$ cat config.mk
export PLATFORM = sky130hd
export DESIGN_NAME = coinc_array
export DESIGN_NICKNAME = d
export VERILOG_FILES = /design/src/rtl/coinc_pkg.sv /design/src/rtl/coinc_axis_prep.sv /design/src/rtl/coinc_matrix.sv /design/src/rtl/coinc_thr_select.sv /design/src/rtl/coinc_ctrl.sv /design/src/rtl/coinc_array.sv
export SDC_FILE = /design/constraint.sdc
export NUM_CORES = 1
export LEC_CHECK = 0
export BUFFER_PORTS_ARGS = -buffer_cell sky130_fd_sc_hd__clkbuf_2
export CAP_MARGIN = 20
export CORE_MARGIN = 2
export CORE_UTILIZATION = 30
export CTS_CLUSTER_SIZE = 30
export DETAILED_ROUTE_END_ITERATION = 10
export PLACE_DENSITY_LB_ADDON = 0.12
export SYNTH_ARGS = -nofsm -noshare
export SYNTH_HDL_FRONTEND = slang
export SYNTH_SLANG_ARGS = --single-unit
$ cat constraint.sdc
create_clock -name clk -period 4.03 [get_ports clk]
set_input_delay 0.2015 -clock clk [delete_from_list [all_inputs] [get_ports clk]]
set_output_delay 0.2015 -clock clk [all_outputs]
set_load 0.05 [all_outputs]
$ cat src/rtl/coinc_pkg.sv
package coinc_pkg;

    typedef struct packed {
        logic c1;
        logic c0;
    } coef_t;

    typedef enum logic [1:0] {
        OP_IDLE  = 2'd0,
        OP_WRITE = 2'd1,
        OP_READ  = 2'd2
    } op_e;

endpackage

$ cat src/rtl/coinc_axis_prep.sv
module coinc_axis_prep #(
    parameter int W  = 8,
    parameter int NG = 2
) (
    input  logic                   mask_level,
    input  logic [NG-1:0][W-1:0]   grp_in,
    input  logic [NG-1:0][W-1:0]   grp_mask,
    output logic [W-1:0]           ge1,
    output logic [W-1:0]           ge2
);
    localparam int CW = $clog2(NG + 1);

    logic [NG-1:0][W-1:0] masked;

    // per-bit masking of every group
    genvar g;
    generate
        for (g = 0; g < NG; g++) begin : g_mask
            assign masked[g] = (grp_in[g] & ~grp_mask[g]) |
                               ({W{mask_level}} & grp_mask[g]);
        end
    endgenerate

    // hit count per position reduced to two thresholds
    always_comb begin
        logic [CW-1:0] cnt;
        for (int b = 0; b < W; b++) begin
            cnt = '0;
            for (int k = 0; k < NG; k++) begin
                cnt = cnt + CW'(masked[k][b]);
            end
            ge1[b] = (cnt >= CW'(1));
            ge2[b] = (cnt >= CW'(2));
        end
    end

endmodule

$ cat src/rtl/coinc_matrix.sv
module coinc_matrix
    import coinc_pkg::*;
#(
    parameter int NX = 8,
    parameter int NY = 24
) (
    input  logic              clk,
    input  logic              rst_n,
    input  logic [NX-1:0]     x_ge1,
    input  logic [NX-1:0]     x_ge2,
    input  logic [NY-1:0]     y_ge1,
    input  logic [NY-1:0]     y_ge2,
    input  logic              wr_en,
    input  logic [NY-1:0]     wr_row,
    input  logic [NX-1:0]     wr_c0,
    input  logic [NX-1:0]     wr_c1,
    output logic [NX-1:0]     col_th1,
    output logic [NX-1:0]     col_th2
);
    coef_t [NY-1:0][NX-1:0] cell_q;
    logic  [NY-1:0][NX-1:0] hit_t1;
    logic  [NY-1:0][NX-1:0] hit_t2;

    genvar r, c;
    generate
        for (r = 0; r < NY; r++) begin : g_row
            // row-masked coefficient store
            always_ff @(posedge clk or negedge rst_n) begin
                if (!rst_n) begin
                    cell_q[r] <= '0;
                end else if (wr_en && wr_row[r]) begin
                    for (int i = 0; i < NX; i++) begin
                        cell_q[r][i].c0 <= wr_c0[i];
                        cell_q[r][i].c1 <= wr_c1[i];
                    end
                end
            end

            for (c = 0; c < NX; c++) begin : g_col
                logic fire;
                assign fire         = (x_ge2[c] & y_ge1[r]) | (x_ge1[c] & y_ge2[r]);
                assign hit_t1[r][c] = fire & cell_q[r][c].c0;
                assign hit_t2[r][c] = fire & cell_q[r][c].c1;
            end
        end
    endgenerate

    // OR down each column
    always_comb begin
        col_th1 = '0;
        col_th2 = '0;
        for (int j = 0; j < NY; j++) begin
            col_th1 = col_th1 | hit_t1[j];
            col_th2 = col_th2 | hit_t2[j];
        end
    end

endmodule

$ cat src/rtl/coinc_thr_select.sv
module coinc_thr_select #(
    parameter int NX = 8
) (
    input  logic [NX-1:0] col_th1,
    input  logic [NX-1:0] col_th2,
    output logic          thr1,
    output logic          thr2,
    output logic [NX-1:0] xpos
);
    always_comb begin
        thr1 = |col_th1;
        thr2 = |col_th2;
        xpos = thr2 ? col_th2 : col_th1;
    end

endmodule

$ cat src/rtl/coinc_ctrl.sv
module coinc_ctrl
    import coinc_pkg::*;
#(
    parameter int NX = 8
) (
    input  logic          clk,
    input  logic          rst_n,
    input  logic          wr_req,
    input  logic          rd_req,
    input  logic [NX-1:0] col_th1,
    input  logic [NX-1:0] col_th2,
    output logic          wr_en,
    output logic [NX-1:0] z_th1,
    output logic [NX-1:0] z_th2
);
    op_e op;

    // operation decode: write outranks read
    always_comb begin
        if (wr_req)      op = OP_WRITE;
        else if (rd_req) op = OP_READ;
        else             op = OP_IDLE;
    end

    always_comb begin
        unique case (op)
            OP_WRITE: wr_en = 1'b1;
            OP_READ:  wr_en = 1'b0;
            OP_IDLE:  wr_en = 1'b0;
            default:  wr_en = 1'b0;
        endcase
    end

    // capture registers
    always_ff @(posedge clk or negedge rst_n) begin
        if (!rst_n) begin
            z_th1 <= '0;
            z_th2 <= '0;
        end else begin
            unique case (op)
                OP_READ: begin
                    z_th1 <= col_th1;
                    z_th2 <= col_th2;
                end
                OP_WRITE, OP_IDLE: begin
                    z_th1 <= z_th1;
                    z_th2 <= z_th2;
                end
                default: begin
                    z_th1 <= z_th1;
                    z_th2 <= z_th2;
                end
            endcase
        end
    end

endmodule

$ cat src/rtl/coinc_array.sv
module coinc_array
    import coinc_pkg::*;
#(
    parameter int NX = 8,
    parameter int NY = 24
) (
    input  logic          clk,
    input  logic          rst_n,
    input  logic          mask_level,
    input  logic [NX-1:0] xa_in,
    input  logic [NX-1:0] xb_in,
    input  logic [NY-1:0] ya_in,
    input  logic [NY-1:0] yb_in,
    input  logic [NY-1:0] yc_in,
    input  logic [NX-1:0] xa_mask,
    input  logic [NX-1:0] xb_mask,
    input  logic [NY-1:0] ya_mask,
    input  logic [NY-1:0] yb_mask,
    input  logic [NY-1:0] yc_mask,
    input  logic          coef_wr,
    input  logic [NY-1:0] coef_row_sel,
    input  logic [NX-1:0] coef_c0_col,
    input  logic [NX-1:0] coef_c1_col,
    input  logic          coef_rd,
    output logic          thr1,
    output logic          thr2,
    output logic [NX-1:0] xpos,
    output logic [NX-1:0] rd_th1,
    output logic [NX-1:0] rd_th2
);
    localparam int XG = 2;
    localparam int YG = 3;

    logic [XG-1:0][NX-1:0] x_grp, x_msk;
    logic [YG-1:0][NY-1:0] y_grp, y_msk;
    logic [NX-1:0] x_ge1, x_ge2;
    logic [NY-1:0] y_ge1, y_ge2;
    logic [NX-1:0] col_th1, col_th2;
    logic          wr_en;

    assign x_grp = {xb_in, xa_in};
    assign x_msk = {xb_mask, xa_mask};
    assign y_grp = {yc_in, yb_in, ya_in};
    assign y_msk = {yc_mask, yb_mask, ya_mask};

    coinc_axis_prep #(.W(NX), .NG(XG)) u_xprep (
        .mask_level (mask_level),
        .grp_in     (x_grp),
        .grp_mask   (x_msk),
        .ge1        (x_ge1),
        .ge2        (x_ge2)
    );

    coinc_axis_prep #(.W(NY), .NG(YG)) u_yprep (
        .mask_level (mask_level),
        .grp_in     (y_grp),
        .grp_mask   (y_msk),
        .ge1        (y_ge1),
        .ge2        (y_ge2)
    );

    coinc_ctrl #(.NX(NX)) u_ctrl (
        .clk     (clk),
        .rst_n   (rst_n),
        .wr_req  (coef_wr),
        .rd_req  (coef_rd),
        .col_th1 (col_th1),
        .col_th2 (col_th2),
        .wr_en   (wr_en),
        .z_th1   (rd_th1),
        .z_th2   (rd_th2)
    );

    coinc_matrix #(.NX(NX), .NY(NY)) u_mat (
        .clk     (clk),
        .rst_n   (rst_n),
        .x_ge1   (x_ge1),
        .x_ge2   (x_ge2),
        .y_ge1   (y_ge1),
        .y_ge2   (y_ge2),
        .wr_en   (wr_en),
        .wr_row  (coef_row_sel),
        .wr_c0   (coef_c0_col),
        .wr_c1   (coef_c1_col),
        .col_th1 (col_th1),
        .col_th2 (col_th2)
    );

    coinc_thr_select #(.NX(NX)) u_sel (
        .col_th1 (col_th1),
        .col_th2 (col_th2),
        .thr1    (thr1),
        .thr2    (thr2),
        .xpos    (xpos)
    );

endmodule

==> impl_metrics.ini, run 1 <==
[run_status]
status = finished clean

[logic_synthesis]
yosys_warnings = 0
async_flop_share_pct = 100
synth.net_count = 2204
syn-cell-area_um2 = 22100
synth_area_leaders = dfrtp_1 45%, mux2_2 20%, mux2i_1 3.3%, a22oi_1 3.0%, fa_1 2.2%
seq_area_frac_synth_pct = 45.3
synth-edff-count = 0
ys_types = 87
synth_cells = 1959
synth_top_cell_by_area = dfrtp_1
synth_area_per_cell_um2 = 11.3
synth_ff_type = dfrtp_1
synth_top_cell_area_share_pct = 45.3
synth-seq-cells = 400

[timing]
tightest_slew_ns = 0.995
finalSetupViolations = 0
grt_setup_unrepaired = no
hold_viol_final = 0
final.setup_skew_ns = 0.0269
maxSlewHeadroom_pct = 33.7
fin_crit_ns = 3.94
slew_viol_final = 0
clock.fmax_mhz = 254
fin_setup_tns_ns = 0
final.setup.worst_slack_ns = 0.0906
period_share_pct = 97.8

[cts]
path_clk_slew_ns = 0.06
cts_max_level = 2
post_cts_buffers = 0
clk_latency_ns = 0.63
cts_buffer_depth = 3
cts.sinks = 400
root_buffer = clkbuf_16
cts_tree = built
cts_inserted_buffers = 48

[global_routing]
grt_pass1_wl_um = 151000
grt_start_max_net_pins = 100
track_usage_pct = 28.5
grt_remaining_overflow = 0
grt_pass1_vias = 19500
grt_antenna_before_repair = 6

[detailed_routing]
drt_pre_antenna_iters = 8
via_count = 19600
drc = 0
ant_nets = 0
drt_iter0_drc = 2411
drt_wl_total_um = 110000
drt-wirelength-per-cell_um = 33.4
avgViaCountPerCell = 5.93

[worst_setup_path]
r2r-end = u_ctrl.z_th2[2]
r2r_start = u_mat.cell_q[117]
crit_required_ns = 3.83
start_kind = input port
r2r_slack_ns = 1.30
crit_type = in -> out
crit_arrival_ns = 3.74
path_max_fanout = 12
worst_setup_path_end_kind = output pin
ff2ff_path_depth = 11

[floorplanning]
rows = 99
die_h_um = 275
core_um2 = 73000
boundaryPins = 247
start_util_pct = 30.3
die_w_um = 275
fp.dieArea_um2 = 75900

[min_path]
holdPathStages = 2
hold_end = u_mat.cell_q[358]
hold_class = in -> reg
min_from = coef_c0_col[3]

[layout]
multi_input_area_um2 = 11400
regArea_um2 = 10000
final_cell_area_um2 = 27800
final_nets = 2540
fill_cells = 7092
area_delta_synth_final_pct = 25.6
drive_gt1_share_pct = 42.9

[pwr]
ir_drop_mv = 0.333
combPwrFrac_pct = 30.6
total_power_uw = 14000
p_int_uw = 9050
netSwitchingPower_uw = 4930
power.density_nw_per_um2 = 504
clock_power_share_pct = 33.3
swShare_pct = 35.3
seqPwrFrac_pct = 36.1
p_leak_uw = 0.0121

[job]
cap_violations = 0

[placement]
dpl.hpwl_um = 76000
placedInstanceArea_um2 = 25800
dp_slack_ns = -0.700
io_buffers = 246
place.gp.congestion = 0.976
-- sequential cells by signal, summed over array words and instances, names as in the netlist --
| signal | count |
|---|---|
| u_mat.cell_q | 384 |
| u_ctrl.z_th2 | 8 |
| u_ctrl.z_th1 | 8 |
-- Yosys cell counts (29+ instances only) --
cell	instances
mux2_2	384
mux2i_1	72
nand2_1	73
a22o_1	32
inv_1	71
clkbuf_1	119
nand3_1	42
o22ai_1	75
dfrtp_1	400
a22oi_1	87
nand2b_1	29
o21ai_0	90
a21oi_1	45
nor2b_1	30
o31ai_1	56
-- cell families (layout without fill, tap and decap cells) --
family | after synthesis | after routing | synth area share (%)
buffers and inverters | 237 | 613 | 4.63
and+or+nand+nor | 305 | 305 | 7.61
other | 0 | 2 | 0
AOI/OAI and AO/OA | 536 | 536 | 17.4
DFF | 400 | 400 | 45.3
adders and majority gates | 24 | 24 | 2.17
muxes | 457 | 457 | 22.9
-- stage by stage --
stage               hold slack, ns  utilization [%]  cells
detailed placement           0.349             35.4   3201
floorplan                  -0.0941                -   1959
global route                 0.253             38.0   3294
finish                       0.216             38.0   3296
CTS                          0.188             37.8   3292
global placement             0.347             35.4   3201
-- worst max-delay path, cell delays in order --
cell and delay, ns:
clkbuf_16 0.17, buf_4 0.15, mux2i_1 0.18, fa_1 0.41
inv_1 0.22, a22oi_1 0.29, nand4_1 0.18, nor4_4 0.44
buf_4 0.19, a21oi_1 0.09, buf_4 0.16, nor4_4 0.13
buf_4 0.19, nand4_4 0.11, buf_12 0.17, or2_1 0.22
buf_4 0.19
-- power by group through the flow --
stage                     Clock [uW]  Sequential [uW]  Combinational [uW]
final                           4660             5050                4280
after global routing            4880             5100                4410
after CTS                       4740             5020                4140
after detailed placement           0             5090                4110
after global placement             0             5080                4080
after floorplan                    0             5000                2080
-- layout make-up --
cell class	instances	share of cell area (%)
multi-input cells	1322	41.0
repair buffers	450	11.5
clock buffers	70	5.13
inverters	73	0.987
well taps	959	4.32
diodes	2	0.0180
flip-flops and latches	400	36.1
clock inverters	20	0.983
-- cells in the final DEF, fill, tap and decap left out, drive strengths merged, types with 5 or more instances in the layout --
| cell type | n |
|---|---|
| o2111ai | 5 |
| nor3 | 18 |
| a21oi | 45 |
| or2 | 14 |
| a32oi | 11 |
| a2111oi | 9 |
| nor2b | 30 |
| o21ba | 8 |
| a221oi | 13 |
| nor4 | 11 |
| a22o | 32 |
| mux2i | 72 |
| nand4 | 17 |
| a22oi | 87 |
| nand2b | 29 |
| dfrtp | 400 |
| o21bai | 6 |
| nor2 | 18 |
| a211oi | 5 |
| o31ai | 56 |
| or3 | 13 |
| nand2 | 73 |
| nand3 | 42 |
| mux2 | 385 |
| clkinv | 10 |
| and3 | 18 |
| a31oi | 15 |
| o22ai | 78 |
| o21ai | 98 |
| inv | 75 |
| a222oi | 24 |
| buf | 213 |
| nor3b | 5 |
| fa | 24 |
| clkbuf | 306 |
-- routing by layer --
metal  global-route usage, %  up-vias  routed length, um
met5                       0        -                 52
met4                    15.5        6               6500
met3                    4.72      265               7690
met2                    44.1     1004              50000
met1                    38.1    10100              45700
li1                        -     8139                  -
-- worst max path at each step --
stage / startpoint / endpoint / cells past startpoint
after floorplan: mask_level / xpos[0] / 16
after global placement: mask_level / thr2 / 17
after detailed placement: mask_level / thr2 / 17
after CTS: mask_level / thr2 / 17
after global routing: mask_level / thr2 / 17
final: mask_level / thr2 / 17
-- what timing repair did --
action                                 in CTS  in global routing
setup endpoints to repair                  10                 10
cloned                                      0                  2
pin swaps                                   4                 14
gates resized for setup                    12                 35
endpoints found under the hold margin      92                  0
hold buffers                                1                  0
No activity file was read; power rests on OpenSTA's default activity.
==> run 2, diff against run 1 <==
--- a/config.mk
+++ b/config.mk
@@ -12,6 +12,8 @@
 export CTS_CLUSTER_SIZE = 30
 export DETAILED_ROUTE_END_ITERATION = 10
 export PLACE_DENSITY_LB_ADDON = 0.12
+export RECOVER_POWER = 100
+export SLEW_MARGIN = 20
 export SYNTH_ARGS = -nofsm -noshare
 export SYNTH_HDL_FRONTEND = slang
 export SYNTH_SLANG_ARGS = --single-unit
==> constraint.sdc (replaced) <==
create_clock -name clk -period 4.6 [get_ports clk]
set_input_delay 0.23 -clock clk [delete_from_list [all_inputs] [get_ports clk]]
set_output_delay 0.23 -clock clk [all_outputs]
set_load 0.05 [all_outputs]
==> run 2 against run 1 <==
The run now ends with max-capacitance violations, max-slew violations left. Non-clock buffer count fell by 72. Register-to-register slack improved by 0.66 ns. Die area did not move. Clock skew fell by 0.0041 ns. Clock-buffer cell count fell by 1. First-iteration DRC count fell by 19%. Critical endpoint is now xpos[7]. Largest power group unchanged.
==> impl_metrics.ini, run 2 (synthesized netlist as in run 1, its figures left out) <==
[pwr]
power.density_nw_per_um2 = 447
total_power_uw = 11900
ir_drop_mv = 0.251
p_leak_uw = 0.0116

[worst_setup_path]
critPathCapture = xpos[7]
r2r-end = u_ctrl.z_th2[5]
crit_required_ns = 4.37
crit_arrival_ns = 4.33
r2r_slack_ns = 1.96
worst_setup_path_end_kind = output pin
r2r_start = u_mat.cell_q[59]
crit_type = in -> out
path_max_fanout = 46
crit_start = mask_level
ff2ff_path_depth = 8
start_kind = input port

[detailed_routing]
drc = 0
drt_pre_antenna_iters = 7
drt_wl_total_um = 109000
drt-wirelength-per-cell_um = 33.9
avgViaCountPerCell = 5.96
via_count = 19200
ant_nets = 0
drt_iter0_drc = 1958

[layout]
fill_cells = 7236
regMostFlops = u_mat.cell_q
final_cell_area_um2 = 26600
area_delta_synth_final_pct = 20.6
largest_register_ffs = 384
final_common_cell = dfrtp_1
fin_cells = 3222
layout_common_cells = 400 x dfrtp_1, 384 x mux2_2, 219 x clkbuf_2
final_nets = 2468
multi_input_area_um2 = 11100
drive_gt1_share_pct = 38.2
largestRegisters = u_mat.cell_q (384), u_ctrl.z_th1 (8), u_ctrl.z_th2 (8)
regArea_um2 = 10000

[floorplanning]
rows = 99
start_util_pct = 30.3
core_um2 = 73000
boundaryPins = 247
die_h_um = 275
die_w_um = 275
fp.dieArea_um2 = 75900

[timing]
period_share_pct = 99.2
final.setup_skew_ns = 0.0228
tightest_slew_ns = 2.83
hold_viol_final = 0
maxSlewHeadroom_pct = -88.9
clock.fmax_mhz = 219
slew_viol_final = 487
fin_crit_ns = 4.56
finalSetupViolations = 0

[cts]
clk_latency_ns = 0.59
path_clk_slew_ns = 0.06
cts_inserted_buffers = 48
root_buffer = clkbuf_16
cts.sinks = 400
cts_max_level = 2
cts_tree = built
cts_buffer_depth = 3

[global_routing]
grt_pass1_vias = 19100
track_usage_pct = 28.4
grt_remaining_overflow = 0
grt_pass1_wl_um = 150000
grt_start_max_net_pins = 123
grt_antenna_before_repair = 3

[placement]
place.gp.congestion = 0.947
dp_cells = 3131
io_buffers = 246
placedInstanceArea_um2 = 25100
dpl.hpwl_um = 75500

[run_status]
status = complete, but fails checks
violations = max-capacitance violations, max-slew violations

[job]
cap_violations = 25

[min_path]
holdPathStages = 2
hold_class = in -> reg
==> run 2: changes by cell type in the layout (fill, tap and decap cells not counted), sizes merged <==
| cell | delta |
|---|---|
| clkbuf | +7 |
| clkinvlp | -2 |
| bufinv | -1 |
| buf | -80 |
| inv | -1 |
| diode | +1 |
| clkinv | +2 |
==> run 2: area by class of cell <==
type                       count  share of cell area [%]
inverter                      73                    1.03
antenna                        3                  0.0282
clock buffer                  69                    5.37
clock inverter                18                   0.709
tap                          959                    4.50
multi-input combinational   1322                    41.7
sequential                   400                    37.6
timing repair buffer         378                    9.06
==> run 2: per-stage QoR <==
stage | TNS (ns) | utilization, % | setup WS (ns) | hold WS [ns]
2_1_floorplan | -2.95 | - | -0.369 | -0.0656
3_3_place_gp | -0.935 | 34.3 | -0.137 | 0.350
3_5_place_dp | -1.62 | 34.3 | -0.227 | 0.354
4_1_cts | 0 | 36.6 | 0.0512 | 0.245
5_1_grt | -0.00840 | 36.5 | -0.00840 | 0.305
6_report | 0 | 36.5 | 0.0354 | 0.272
==> run 2: repair_timing <==
action / CTS / global route
resized for setup: 5 / 9
hold buffers: 1 / 0
buffers inserted: 0 / 0
endpoints found under the hold margin: 94 / 0
setup endpoints to repair: 9 / 9
==> run 2: worst max-delay path: stages <==
cell	delay (ns)
buf_12	0.21
buf_4	0.25
mux2i_1	0.13
fa_2	0.67
buf_4	0.30
o22ai_1	0.14
a2111oi_0	0.49
a31oi_1	0.18
a221oi_1	0.23
and3_1	0.48
nand4_4	0.30
o31ai_1	0.36
buf_4	0.18
buf_12	0.13
==> run 2: report_power, final <==
| part | internal (uW) | switching, uW | leakage, uW | total, uW |
|---|---|---|---|---|
| Sequential | 4040 | 369 | 0.00469 | 4410 |
| Clock | 2330 | 1640 | 0.000804 | 3960 |
| Combinational | 1360 | 2180 | 0.00608 | 3540 |
| Total | 7720 | 4190 | 0.0116 | 11900 |
==> run 2: worst min-delay path by stage <==
| stage | from | end | slack [ns] |
|---|---|---|---|
| floorplan | rst_n | u_ctrl.z_th1[0] | -0.07 |
| global placement | rst_n | u_mat.cell_q[178] | 0.35 |
| detailed placement | rst_n | u_mat.cell_q[161] | 0.35 |
| CTS | coef_c1_col[0] | u_mat.cell_q[177] | 0.25 |
| global route | coef_c1_col[0] | u_mat.cell_q[177] | 0.30 |
| finish | coef_c0_col[5] | u_mat.cell_q[362] | 0.27 |
==> run 2: metal layers <==
metal / vias to the layer above / share of wire, % / GRT usage (%)
li1: 7974 / - / -
met1: 10000 / 41 / 37.2
met2: 950 / 46 / 45.6
met3: 246 / 7.0 / 4.72
met4: 0 / 5.3 / 13.4
met5: - / 0 / 0
